**config.mk**
```make
export PLATFORM = sky130hd
export DESIGN_NAME = acc_alu
export DESIGN_NICKNAME = d
export VERILOG_FILES = /design/src/rtl/acc_alu_pkg.sv /design/src/rtl/acc_alu_logic.sv /design/src/rtl/acc_alu_step.sv /design/src/rtl/acc_alu_ctrl.sv /design/src/rtl/acc_alu.sv
export SDC_FILE = /design/constraint.sdc
export NUM_CORES = 1
export LEC_CHECK = 0
export CAP_MARGIN = 10
export CELL_PAD_IN_SITES_DETAIL_PLACEMENT = 1
export CELL_PAD_IN_SITES_GLOBAL_PLACEMENT = 1
export CORE_MARGIN = 2
export CORE_UTILIZATION = 46
export CTS_CLUSTER_DIAMETER = 120
export DETAILED_ROUTE_END_ITERATION = 8
export GPL_ROUTABILITY_DRIVEN = 0
export GPL_TIMING_DRIVEN = 0
export MAX_ROUTING_LAYER = met4
export PLACE_DENSITY_LB_ADDON = 0.1
export SYNTH_ARGS = -nofsm -noshare
export SYNTH_HDL_FRONTEND = slang
export SYNTH_SLANG_ARGS = --single-unit
```
**constraint.sdc**
```tcl
create_clock -name clk -period 4.82 [get_ports clk]
set_clock_uncertainty 0.1 [all_clocks]
set_input_delay 0.482 -clock clk [delete_from_list [all_inputs] [get_ports clk]]
set_output_delay 0.482 -clock clk [all_outputs]
set_load 0.03 [all_outputs]
```
**src/rtl/acc_alu_pkg.sv**
```systemverilog
package acc_alu_pkg;

  localparam logic [3:0] OP_ADD = 4'd0;
  localparam logic [3:0] OP_SUB = 4'd1;
  localparam logic [3:0] OP_AND = 4'd2;
  localparam logic [3:0] OP_OR  = 4'd3;
  localparam logic [3:0] OP_XOR = 4'd4;
  localparam logic [3:0] OP_NOT = 4'd5;
  localparam logic [3:0] OP_SHL = 4'd6;
  localparam logic [3:0] OP_SHR = 4'd7;
  localparam logic [3:0] OP_MUL = 4'd8;
  localparam logic [3:0] OP_DIV = 4'd9;

  typedef struct packed {
    logic z;
    logic c;
    logic v;
    logic n;
  } flags_t;

endpackage

```
**src/rtl/acc_alu_logic.sv**
```systemverilog
// Single-cycle datapath: next AC, MQ and flags for every non-iterative opcode.
module acc_alu_logic
  import acc_alu_pkg::*;
#(
  parameter int W = 8
) (
  input  logic [3:0]   op,
  input  logic [W-1:0] ac,
  input  logic [W-1:0] mq,
  input  logic [W-1:0] dr,
  input  flags_t       flags_in,
  output logic [W-1:0] ac_nx,
  output logic [W-1:0] mq_nx,
  output flags_t       flags_nx
);

  // Returns {overflow, carry, result}; sub adds the inverted operand plus one.
  function automatic logic [W+1:0] addsub(input logic [W-1:0] a,
                                          input logic [W-1:0] b,
                                          input logic sub);
    logic [W-1:0] bb;
    logic [W:0]   s;
    logic         ov;
    bb = sub ? ~b : b;
    s  = {1'b0, a} + {1'b0, bb} + {{W{1'b0}}, sub};
    ov = (a[W-1] == bb[W-1]) && (s[W-1] != a[W-1]);
    return {ov, s};
  endfunction

  logic [W+1:0] as_res;
  logic         upd;

  always_comb begin
    as_res   = addsub(ac, dr, op == OP_SUB);
    ac_nx    = ac;
    mq_nx    = mq;
    flags_nx = flags_in;
    upd      = 1'b1;
    case (op)
      OP_ADD, OP_SUB: begin
        ac_nx      = as_res[W-1:0];
        flags_nx.c = as_res[W];
        flags_nx.v = as_res[W+1];
      end
      OP_AND, OP_OR, OP_XOR, OP_NOT: begin
        case (op)
          OP_AND:  ac_nx = ac & dr;
          OP_OR:   ac_nx = ac | dr;
          OP_XOR:  ac_nx = ac ^ dr;
          default: ac_nx = ~ac;
        endcase
        flags_nx.c = 1'b0;
        flags_nx.v = 1'b0;
      end
      OP_SHL: begin
        {flags_nx.c, ac_nx, mq_nx} = {ac, mq, 1'b0};
        flags_nx.v = 1'b0;
      end
      OP_SHR: begin
        {ac_nx, mq_nx} = {1'b0, ac, mq[W-1:1]};
        flags_nx.c = mq[0];
        flags_nx.v = 1'b0;
      end
      OP_DIV: begin
        // Only a zero divisor brings DIV down the single-cycle path.
        flags_nx = '{z: 1'b0, c: 1'b0, v: 1'b1, n: 1'b0};
        upd      = 1'b0;
      end
      default: upd = 1'b0;
    endcase
    if (upd) begin
      flags_nx.z = (ac_nx == '0);
      flags_nx.n = ac_nx[W-1];
    end
  end

endmodule

```
**src/rtl/acc_alu_step.sv**
```systemverilog
// One iteration of shift-add multiply or restoring divide on {AC,MQ}.
module acc_alu_step #(
  parameter int W = 8
) (
  input  logic         is_div,
  input  logic [W-1:0] ac,
  input  logic [W-1:0] mq,
  input  logic [W-1:0] dr,
  output logic [W-1:0] ac_nx,
  output logic [W-1:0] mq_nx
);

  function automatic logic [2*W-1:0] mul_step(input logic [W-1:0] a,
                                              input logic [W-1:0] q,
                                              input logic [W-1:0] d);
    logic [W:0] s;
    s = {1'b0, a} + (q[0] ? {1'b0, d} : '0);
    return {s, q[W-1:1]};
  endfunction

  function automatic logic [2*W-1:0] div_step(input logic [W-1:0] a,
                                              input logic [W-1:0] q,
                                              input logic [W-1:0] d);
    logic [W:0] rem;
    logic [W:0] diff;
    rem  = {a, q[W-1]};
    diff = rem - {1'b0, d};
    if (rem >= {1'b0, d}) return {diff[W-1:0], q[W-2:0], 1'b1};
    else                  return {rem[W-1:0],  q[W-2:0], 1'b0};
  endfunction

  always_comb begin
    if (is_div) {ac_nx, mq_nx} = div_step(ac, mq, dr);
    else        {ac_nx, mq_nx} = mul_step(ac, mq, dr);
  end

endmodule

```
**src/rtl/acc_alu_ctrl.sv**
```systemverilog
// Launch decode, iteration counter, busy and done.
module acc_alu_ctrl
  import acc_alu_pkg::*;
#(
  parameter int W = 8
) (
  input  logic       clk,
  input  logic       rst_n,
  input  logic       start,
  input  logic [3:0] op,
  input  logic       dr_zero,
  output logic       busy,
  output logic       done,
  output logic       go_single,
  output logic       go_iter,
  output logic       last_step,
  output logic       mode_div
);

  localparam int CW = $clog2(W + 1);

  logic [CW-1:0] cnt;
  logic          accept;
  logic          iter_op;

  assign accept    = start && !busy;
  assign iter_op   = (op == OP_MUL) || ((op == OP_DIV) && !dr_zero);
  assign go_iter   = accept && iter_op;
  assign go_single = accept && !iter_op;
  assign last_step = busy && (cnt == CW'(1));

  always_ff @(posedge clk or negedge rst_n) begin
    if (!rst_n) begin
      busy     <= 1'b0;
      done     <= 1'b0;
      cnt      <= '0;
      mode_div <= 1'b0;
    end else begin
      done <= go_single || last_step;
      if (go_iter) begin
        busy     <= 1'b1;
        cnt      <= CW'(W);
        mode_div <= (op == OP_DIV);
      end else if (busy) begin
        cnt <= cnt - CW'(1);
        if (last_step) busy <= 1'b0;
      end
    end
  end

endmodule

```
**src/rtl/acc_alu.sv**
```systemverilog
module acc_alu
  import acc_alu_pkg::*;
#(
  parameter int W = 8
) (
  input  logic         clk,
  input  logic         rst_n,
  input  logic         start,
  input  logic [3:0]   opcode,
  input  logic         dr_load,
  input  logic [W-1:0] dr_wdata,
  input  logic         mq_load,
  input  logic [W-1:0] mq_wdata,
  output logic         busy,
  output logic         done,
  output logic [W-1:0] ac_out,
  output logic [W-1:0] mq_out,
  output logic         flag_z,
  output logic         flag_c,
  output logic         flag_v,
  output logic         flag_n
);

  logic [W-1:0] ac_q, mq_q, dr_q;
  flags_t       flags_q;

  // Named internal events, also visible to the bound checker.
  logic         go_single, go_iter, last_step, mode_div;
  logic         load_ok;
  logic [W-1:0] lg_ac, lg_mq, st_ac, st_mq;
  flags_t       lg_flags;
  logic         fin_z;

  acc_alu_ctrl #(.W(W)) u_ctrl (
    .clk       (clk),
    .rst_n     (rst_n),
    .start     (start),
    .op        (opcode),
    .dr_zero   (dr_q == '0),
    .busy      (busy),
    .done      (done),
    .go_single (go_single),
    .go_iter   (go_iter),
    .last_step (last_step),
    .mode_div  (mode_div)
  );

  acc_alu_logic #(.W(W)) u_logic (
    .op       (opcode),
    .ac       (ac_q),
    .mq       (mq_q),
    .dr       (dr_q),
    .flags_in (flags_q),
    .ac_nx    (lg_ac),
    .mq_nx    (lg_mq),
    .flags_nx (lg_flags)
  );

  acc_alu_step #(.W(W)) u_step (
    .is_div (mode_div),
    .ac     (ac_q),
    .mq     (mq_q),
    .dr     (dr_q),
    .ac_nx  (st_ac),
    .mq_nx  (st_mq)
  );

  assign load_ok = !busy && !start;
  assign fin_z   = mode_div ? (st_mq == '0) : ({st_ac, st_mq} == '0);

  always_ff @(posedge clk or negedge rst_n) begin
    if (!rst_n) begin
      ac_q    <= '0;
      mq_q    <= '0;
      flags_q <= '0;
    end else if (go_single) begin
      ac_q    <= lg_ac;
      mq_q    <= lg_mq;
      flags_q <= lg_flags;
    end else if (go_iter) begin
      ac_q <= '0;
    end else if (busy) begin
      ac_q <= st_ac;
      mq_q <= st_mq;
      if (last_step) flags_q <= '{z: fin_z, c: 1'b0, v: 1'b0, n: 1'b0};
    end else if (mq_load && load_ok) begin
      mq_q <= mq_wdata;
    end
  end

  always_ff @(posedge clk or negedge rst_n) begin
    if (!rst_n)                  dr_q <= '0;
    else if (dr_load && load_ok) dr_q <= dr_wdata;
  end

  assign ac_out = ac_q;
  assign mq_out = mq_q;
  assign flag_z = flags_q.z;
  assign flag_c = flags_q.c;
  assign flag_v = flags_q.v;
  assign flag_n = flags_q.n;

endmodule

```
==> implementation parameters, run 1 <==
Parameter                              Value

Critical path
  Critical Path RT    4.96 ns
  Flop2flop setup slack    1.02 ns
  Worst EP arrival    4.72 ns
  Largest fanout of any net on the critical path    10
  Crit path max-delay family    compound AO/OA/AOI/OAI gates
  Delay of the slowest critical-path stage    0.58 ns
  Most repeated library cell on the critical path    a21oi_1
  Critical path buffers and inverters    3
  Beginning of the worst register-to-register path    dr_q[0]
  Critical-path top delay cell    a2111oi_0
  Critical setup path kind    primary input to flop
  Crit start category    primary input
  Reg2Reg Capture Point    flag_z
  Depth of the worst register-to-register path    11
  Critical Path Sink Type    flop
  Cells along the critical path    clkdlybuf4s50_1 > buf_2 > buf_1 > nor3_4 > mux2_2 > fa_1 > a21o_1 > a21oi_1 > o21ai_0 > xor2_1 > a2111oi_0 > a21oi_1 > a2111oi_1 > a211o_1

Hold path
  Hold crit path type    primary input to asynchronous set/reset pin

Power and ir drop
  VDD IR-drop max    490.7 uV
  Leakage power    2.052 nW
  Internal portion of total power    1.761 mW
  Ratio of total power to cell area    837.0 nW/um2
  Register share of total power    19.2%
  Switch share    55.33%
  Total power consumption of the routed design    3.943 mW
  Relative contribution of the clock network to total power    7.2%
  Combinational share of power    73.6%
  Sw Pwr    2.182 mW

Yosys
  Fraction of the mapped netlist area in adder cells    14.35%
  Area fraction in compound gates after synthesis    25.67%
  Mapped Cells    506
  Synth warn    0
  Number of synthesized register bits    35
  Cell type with the largest total area after synthesis    dfrtp_1
  Count of different cell masters after synthesis    67
  Area of the mapped netlist    3993 um2
  Total nets after synthesis    575
  Synthesized-area fraction occupied by xor and xnor cells    5.045%
  Ranking of synthesized cells by instance count    nand2_1, nor2_1, o21ai_0, a21oi_1, ha_1
  Leading cell type by number of instances after synthesis    nand2_1
  Proportion of synthesized area in mux cells    7.427%
  FFs w/ async S/R, synth    100.0%
  Main area contributors after synthesis    dfrtp_1, ha_1, mux2i_1
  Number of flops mapped to enable cells by yosys    0
  Proportion of synthesized chip area in sequential cells    21.94%
  Post-synthesis share of cell area spent on and, or, nand and nor gates    19.81%
  Most used flip-flop cell after synthesis    dfrtp_1
  Dominant combinational cell family by area after synthesis    compound AO/OA/AOI/OAI gates
  Average cell area after synthesis    7.890 um2
  Share of the synthesized area in the top cell type    21.94%

Die
  Row count    33
  Vertical die dimension    97.17 um
  Die Area    9441 um2
  Initial Utilization    48.11%
  Number of primary I/O pins    47
  Core box area    8299 um2
  Die extent in x    97.17 um

Placement
  Area post-placement    4569 um2
  Buffers added on ports    45
  Placed wire-length estimate after detailed placement    10980 um
  Pre-CTS WS    -0.2113 ns
  Instance count after placement with tap cells included    656

Global route
  Initial antenna violation count    0
  Number of global-route vias before repair    4470
  Maximum number of pins on one net before global-route repair    36
  Remaining global-route overflow    0
  GR Util All Layers    32.05%
  First-pass GRT wire length    23660 um

Clock network
  Clock Root Buffer    clkbuf_8
  Clock tree from TritonCTS    built
  Clock latency reported for the late side of the worst-skew pair    0.30 ns
  Clk slew on worst S/H paths    0.09 ns
  TritonCTS Sinks    35
  CTS hold repair buffers    0
  TritonCTS Buffers    5
  Clock Tree Buf Depth    2
  H-tree depth    2

Timing
  Max-slew headroom at the worst pin    15.36%
  Worst slew pin tran    1.267 ns
  Number of hold violations in the final report    0
  Worst-case setup margin in the final layout    0.2416 ns
  Count of pins over their slew limit    0
  Setup repair after global routing missed its margin    false
  Final setup violating endpoints    0
  Final critical delay including setup and external delays    4.578 ns
  Hold WS    0.2029 ns
  Final period util    94.99%
  Setup Total Neg Slack    0 ns
  Achievable frequency    0.2184 GHz

Run status
  Outcome    finished, final reports clean

Detailed routing
  Number of vias per cell    6.373
  Number of remaining DRC errors    0
  Initial DRT Pass Iterations    5
  DRT Wirelength    14670 um
  Number of design-rule violations left by the first detailed-router iteration    215
  Via count    4251
  Average routed wire per standard cell    22.00 um
  Residual antenna-violating net count after detailed routing    0

Final layout
  Post-route core utilization    56.76%
  Fraction of final layout cells with drive strength greater than 1    6.228%
  Area delta synth->final    17.99%
  Post-route cell area    4711 um2
  Fin cells    667
  Total inserted antenna cells    0
  Number of nets in the layout    630

Run
  Max-capacitance violation count    0
==> worst register-to-register path, stage by stage, from the launching register on <==
cell,delay [ns]
dfrtp_1,0.54
inv_1,0.23
mux2_2,0.37
fa_1,0.40
a21o_1,0.19
a21oi_1,0.30
o21ai_0,0.22
xor2_1,0.18
a2111oi_0,0.58
a21oi_1,0.13
a2111oi_1,0.35
a211o_1,0.17
==> layout by cell type, fill, tap and decap left out, types with 7 or more instances in the layout <==
cell	netlist	layout
nand2_1	60	60
a211oi_1	7	7
dfrtp_1	35	35
a21oi_1	41	41
nand2b_1	9	9
nor2_1	45	45
and2_1	7	7
clkbuf_1	14	14
xor2_1	9	9
o22ai_1	8	8
o21ai_0	45	45
inv_1	30	30
o211ai_1	9	9
clkdlybuf4s50_1	0	44
nor3_1	9	9
mux2i_1	24	24
ha_1	41	41
nand3_1	7	7
xnor2_1	14	14
==> power by group through the flow <==
stage	sequential [mW]	clock (mW)	combinational, mW
CTS	0.739	0.284	2.85
global placement	0.736	0	2.69
floorplan	0.801	0	1.87
global route	0.770	0.297	3.18
finish	0.756	0.283	2.90
detailed placement	0.745	0	2.83
==> how the worst max path moves through the flow <==
stage | start | to | slack, ns | cells after the start
after floorplan | opcode[3] | flag_z | 1.17 | 13
after global placement | opcode[3] | flag_z | 0.01 | 14
after detailed placement | opcode[3] | flag_z | -0.21 | 14
after CTS | opcode[3] | flag_z | 0.08 | 14
after global routing | opcode[3] | flag_z | 0.06 | 14
final | opcode[3] | flag_z | 0.24 | 14
==> layout make-up <==
| type | count | area (um2) |
|---|---|---|
| clock inverters | 3 | 43.79 |
| multi-input cells | 415 | 2893 |
| inverters | 32 | 120.1 |
| plain buffers | 24 | 110.1 |
| repair buffers | 48 | 467.9 |
| clock buffers | 5 | 68.82 |
| well taps | 105 | 131.4 |
| fillers | 1056 | 3588 |
| flip-flops and latches | 35 | 875.8 |
==> state kept, by name, summed over array words and instances (netlist names) <==
signal and flops:
mq_out 8, dr_q 8, u_ctrl.done 1, u_ctrl.cnt 4, u_ctrl.mode_div 1, flag_c 1, u_ctrl.busy 1, flag_n 1
flag_v 1, flag_z 1, ac_out 8
==> cells by family (layout without fill, tap and decap cells) <==
family	Yosys count	count (layout)
buffers and inverters	56	112
and+or+nand+nor	165	165
xor gates and xnor gates	23	23
muxes	28	28
DFF	35	35
AOI/OAI and AO/OA	155	155
adders and majority gates	44	44
==> routing by layer <==
layer / up-vias / GRT usage (%) / part of all wire (%)
met2: 208 / 50.80 / 47
met5: - / - / 0
met1: 2057 / 41.45 / 43
met4: 0 / 12.13 / 3.2
li1: 1928 / - / -
met3: 58 / 4.964 / 6.7
==> timing repair <==
item                       CTS  global route
gates resized for setup      0             1
setup buffers                0             3
setup endpoints to repair    0             2
(Power assumes the default switching activity.)
==> run 2: changes to the inputs <==
Settings changed: RECOVER_POWER set to 100.
==> implementation parameters, run 2 (synthesized netlist as in run 1, its figures left out) <==
Parameter                              Value

Timing
  Worst-case setup margin in the final layout    0.2588 ns (was 0.2416 ns)
  Setup Total Neg Slack    0 ns (unchanged)
  Final setup violating endpoints    0 (unchanged)
  Number of hold violations in the final report    0 (unchanged)
  Final critical delay including setup and external delays    4.561 ns (was 4.578 ns)
  Hold WS    0.4172 ns (was 0.2029 ns)
  Max-slew headroom at the worst pin    -42.44% (was 15.36%)
  Setup repair after global routing missed its margin    false (unchanged)
  Worst slew pin tran    2.137 ns (was 1.267 ns)
  Count of pins over their slew limit    36 (was 0)
  Achievable frequency    0.2192 GHz (was 0.2184 GHz)
  Final period util    94.63% (was 94.99%)

Detailed routing
  Number of design-rule violations left by the first detailed-router iteration    280 (was 215)
  Initial DRT Pass Iterations    5 (unchanged)
  Number of vias per cell    6.363 (was 6.373)
  Average routed wire per standard cell    21.92 um (was 22.00 um)
  Residual antenna-violating net count after detailed routing    0 (unchanged)
  DRT Wirelength    14620 um (was 14670 um)
  Via count    4244 (was 4251)
  Number of remaining DRC errors    0 (unchanged)

Final layout
  Area delta synth->final    16.89% (was 17.99%)
  Leading cell types in the layout, fill and taps excluded    nand2_1, o21ai_0, nor2_1 (was nand2_1, nor2_1, o21ai_0)
  Fraction of final layout cells with drive strength greater than 1    4.982% (was 6.228%)
  Post-route core utilization    56.23% (was 56.76%)
  Leading cell type in the layout, fill and taps excluded    nand2_1 (unchanged)
  Total inserted antenna cells    0 (unchanged)
  Number of nets in the layout    630 (unchanged)

Global route
  Initial antenna violation count    0 (unchanged)
  First-pass GRT wire length    23660 um (unchanged)
  Remaining global-route overflow    0 (unchanged)
  Number of global-route vias before repair    4470 (unchanged)
  Maximum number of pins on one net before global-route repair    36 (unchanged)
  GR Util All Layers    32.05% (unchanged)

Die
  Die Area    9441 um2 (unchanged)
  Die extent in x    97.17 um (unchanged)
  Number of primary I/O pins    47 (unchanged)
  Core box area    8299 um2 (unchanged)
  Row count    33 (unchanged)
  Initial Utilization    48.11% (unchanged)
  Vertical die dimension    97.17 um (unchanged)

Clock network
  TritonCTS Buffers    5 (unchanged)
  Clock Root Buffer    clkbuf_8 (unchanged)
  TritonCTS Sinks    35 (unchanged)
  CTS hold repair buffers    0 (unchanged)
  Clock Tree Buf Depth    2 (unchanged)
  Clock latency reported for the late side of the worst-skew pair    0.30 ns (about the same)
  Clk slew on worst S/H paths    0.09 ns (about the same)
  H-tree depth    2 (unchanged)
  Clock tree from TritonCTS    built (unchanged)

Critical path
  Cells along the critical path    clkdlybuf4s50_1 > buf_2 > clkbuf_1 > nor3_4 > mux2_1 > fa_1 > a21o_1 > a21oi_1 > o21ai_0 > xor2_1 > a2111oi_0 > a21oi_1 > a2111oi_1 > a211o_1 (was clkdlybuf4s50_1 > buf_2 > buf_1 > nor3_4 > mux2_2 > fa_1 > a21o_1 > a21oi_1 > o21ai_0 > xor2_1 > a2111oi_0 > a21oi_1 > a2111oi_1 > a211o_1)
  Capturing element of the worst setup path    flag_z (unchanged)
  Worst path depth    14 (unchanged)
  Critical path buffers and inverters    3 (unchanged)
  Critical Path RT    4.96 ns (about the same)
  Delay of the slowest critical-path stage    0.57 ns (was 0.58 ns)
  Crit path max-delay family    compound AO/OA/AOI/OAI gates (unchanged)
  Most repeated library cell on the critical path    a21oi_1 (unchanged)
  Critical Path Sink Type    flop (unchanged)
  Flop2flop setup slack    0.54 ns (was 1.02 ns)
  Worst setup path startpoint    opcode[3] (unchanged)
  Depth of the worst register-to-register path    9 (was 11)
  Worst EP arrival    4.70 ns (was 4.72 ns)
  Crit start category    primary input (unchanged)
  Critical-path top delay cell    a2111oi_0 (unchanged)
  Largest fanout of any net on the critical path    10 (unchanged)
  Critical setup path kind    primary input to flop (unchanged)
  Beginning of the worst register-to-register path    ac_out[3] (was dr_q[0])
  Reg2Reg Capture Point    flag_z (unchanged)

Placement
  Pre-CTS WS    -0.2113 ns (unchanged)
  Placed wire-length estimate after detailed placement    10980 um (unchanged)
  Buffers added on ports    45 (unchanged)

Run status
  Outcome    finished with violations (was finished, final reports clean)
  Violated checks    max-capacitance violations, max-slew violations

Run
  Max-capacitance violation count    1 (was 0)

Power and ir drop
  Ratio of total power to cell area    820.5 nW/um2 (was 837.0 nW/um2)
  Leakage power    2.057 nW (was 2.052 nW)
  VDD IR-drop max    475.5 uV (was 490.7 uV)

Hold path
  Launch instance of the worst min-delay path    flag_c
  Hold crit path type    flop to flop (was primary input to asynchronous set/reset pin)
run 2: cell type report:
type,count,area (um2)
Timing Repair Buffer,48,466.7
Buffer,24,105.1
Fill cell,1062,3632
Sequential cell,35,875.8
Tap cell,105,131.4
Multi-Input combinational cell,415,2855
Clock inverter,3,43.79
Clock buffer,5,68.82
Inverter,32,120.1
run 2: timing repair:
item                                    CTS  global route
gates resized for setup                   0             1
buffers inserted                          0             3
endpoints found under the setup margin    0             2
run 2: through the flow:
step / instance area, um2 / std cells / power, mW
3_3_place_gp: 4574 / 656 / 3.429
4_1_cts: 4682 / 664 / 3.878
6_report: 4667 / 667 / 3.829
3_5_place_dp: 4569 / 656 / 3.575
2_1_floorplan: 3993 / 506 / 2.666
5_1_grt: 4667 / 667 / 4.141
run 2: worst min-delay path by stage:
stage	slack, ns	end	cells after the start
floorplan	0.09	ac_out[0]	0
global placement	0.38	flag_c	1
detailed placement	0.42	flag_c	1
CTS	0.23	flag_v	1
global route	0.45	flag_n	1
finish	0.42	flag_c	1
run 2: where the power goes:
part | leakage (nW) | total, mW | switching [mW] | internal (mW)
Clock | 0.0581 | 0.286 | 0.131 | 0.154
Combinational | 1.57 | 2.80 | 1.70 | 1.10
Sequential | 0.426 | 0.745 | 0.304 | 0.441
Total | 2.06 | 3.83 | 2.13 | 1.70
run 2: metal layers:
metal	track usage, %	wire [um]	share of wire (%)	vias to the layer above
li1	-	-	-	1924
met1	41.45	6238	43	2047
met2	50.80	6821	47	208
met3	4.964	1008	6.9	65
met4	12.13	550	3.8	0
met5	-	0	0	-
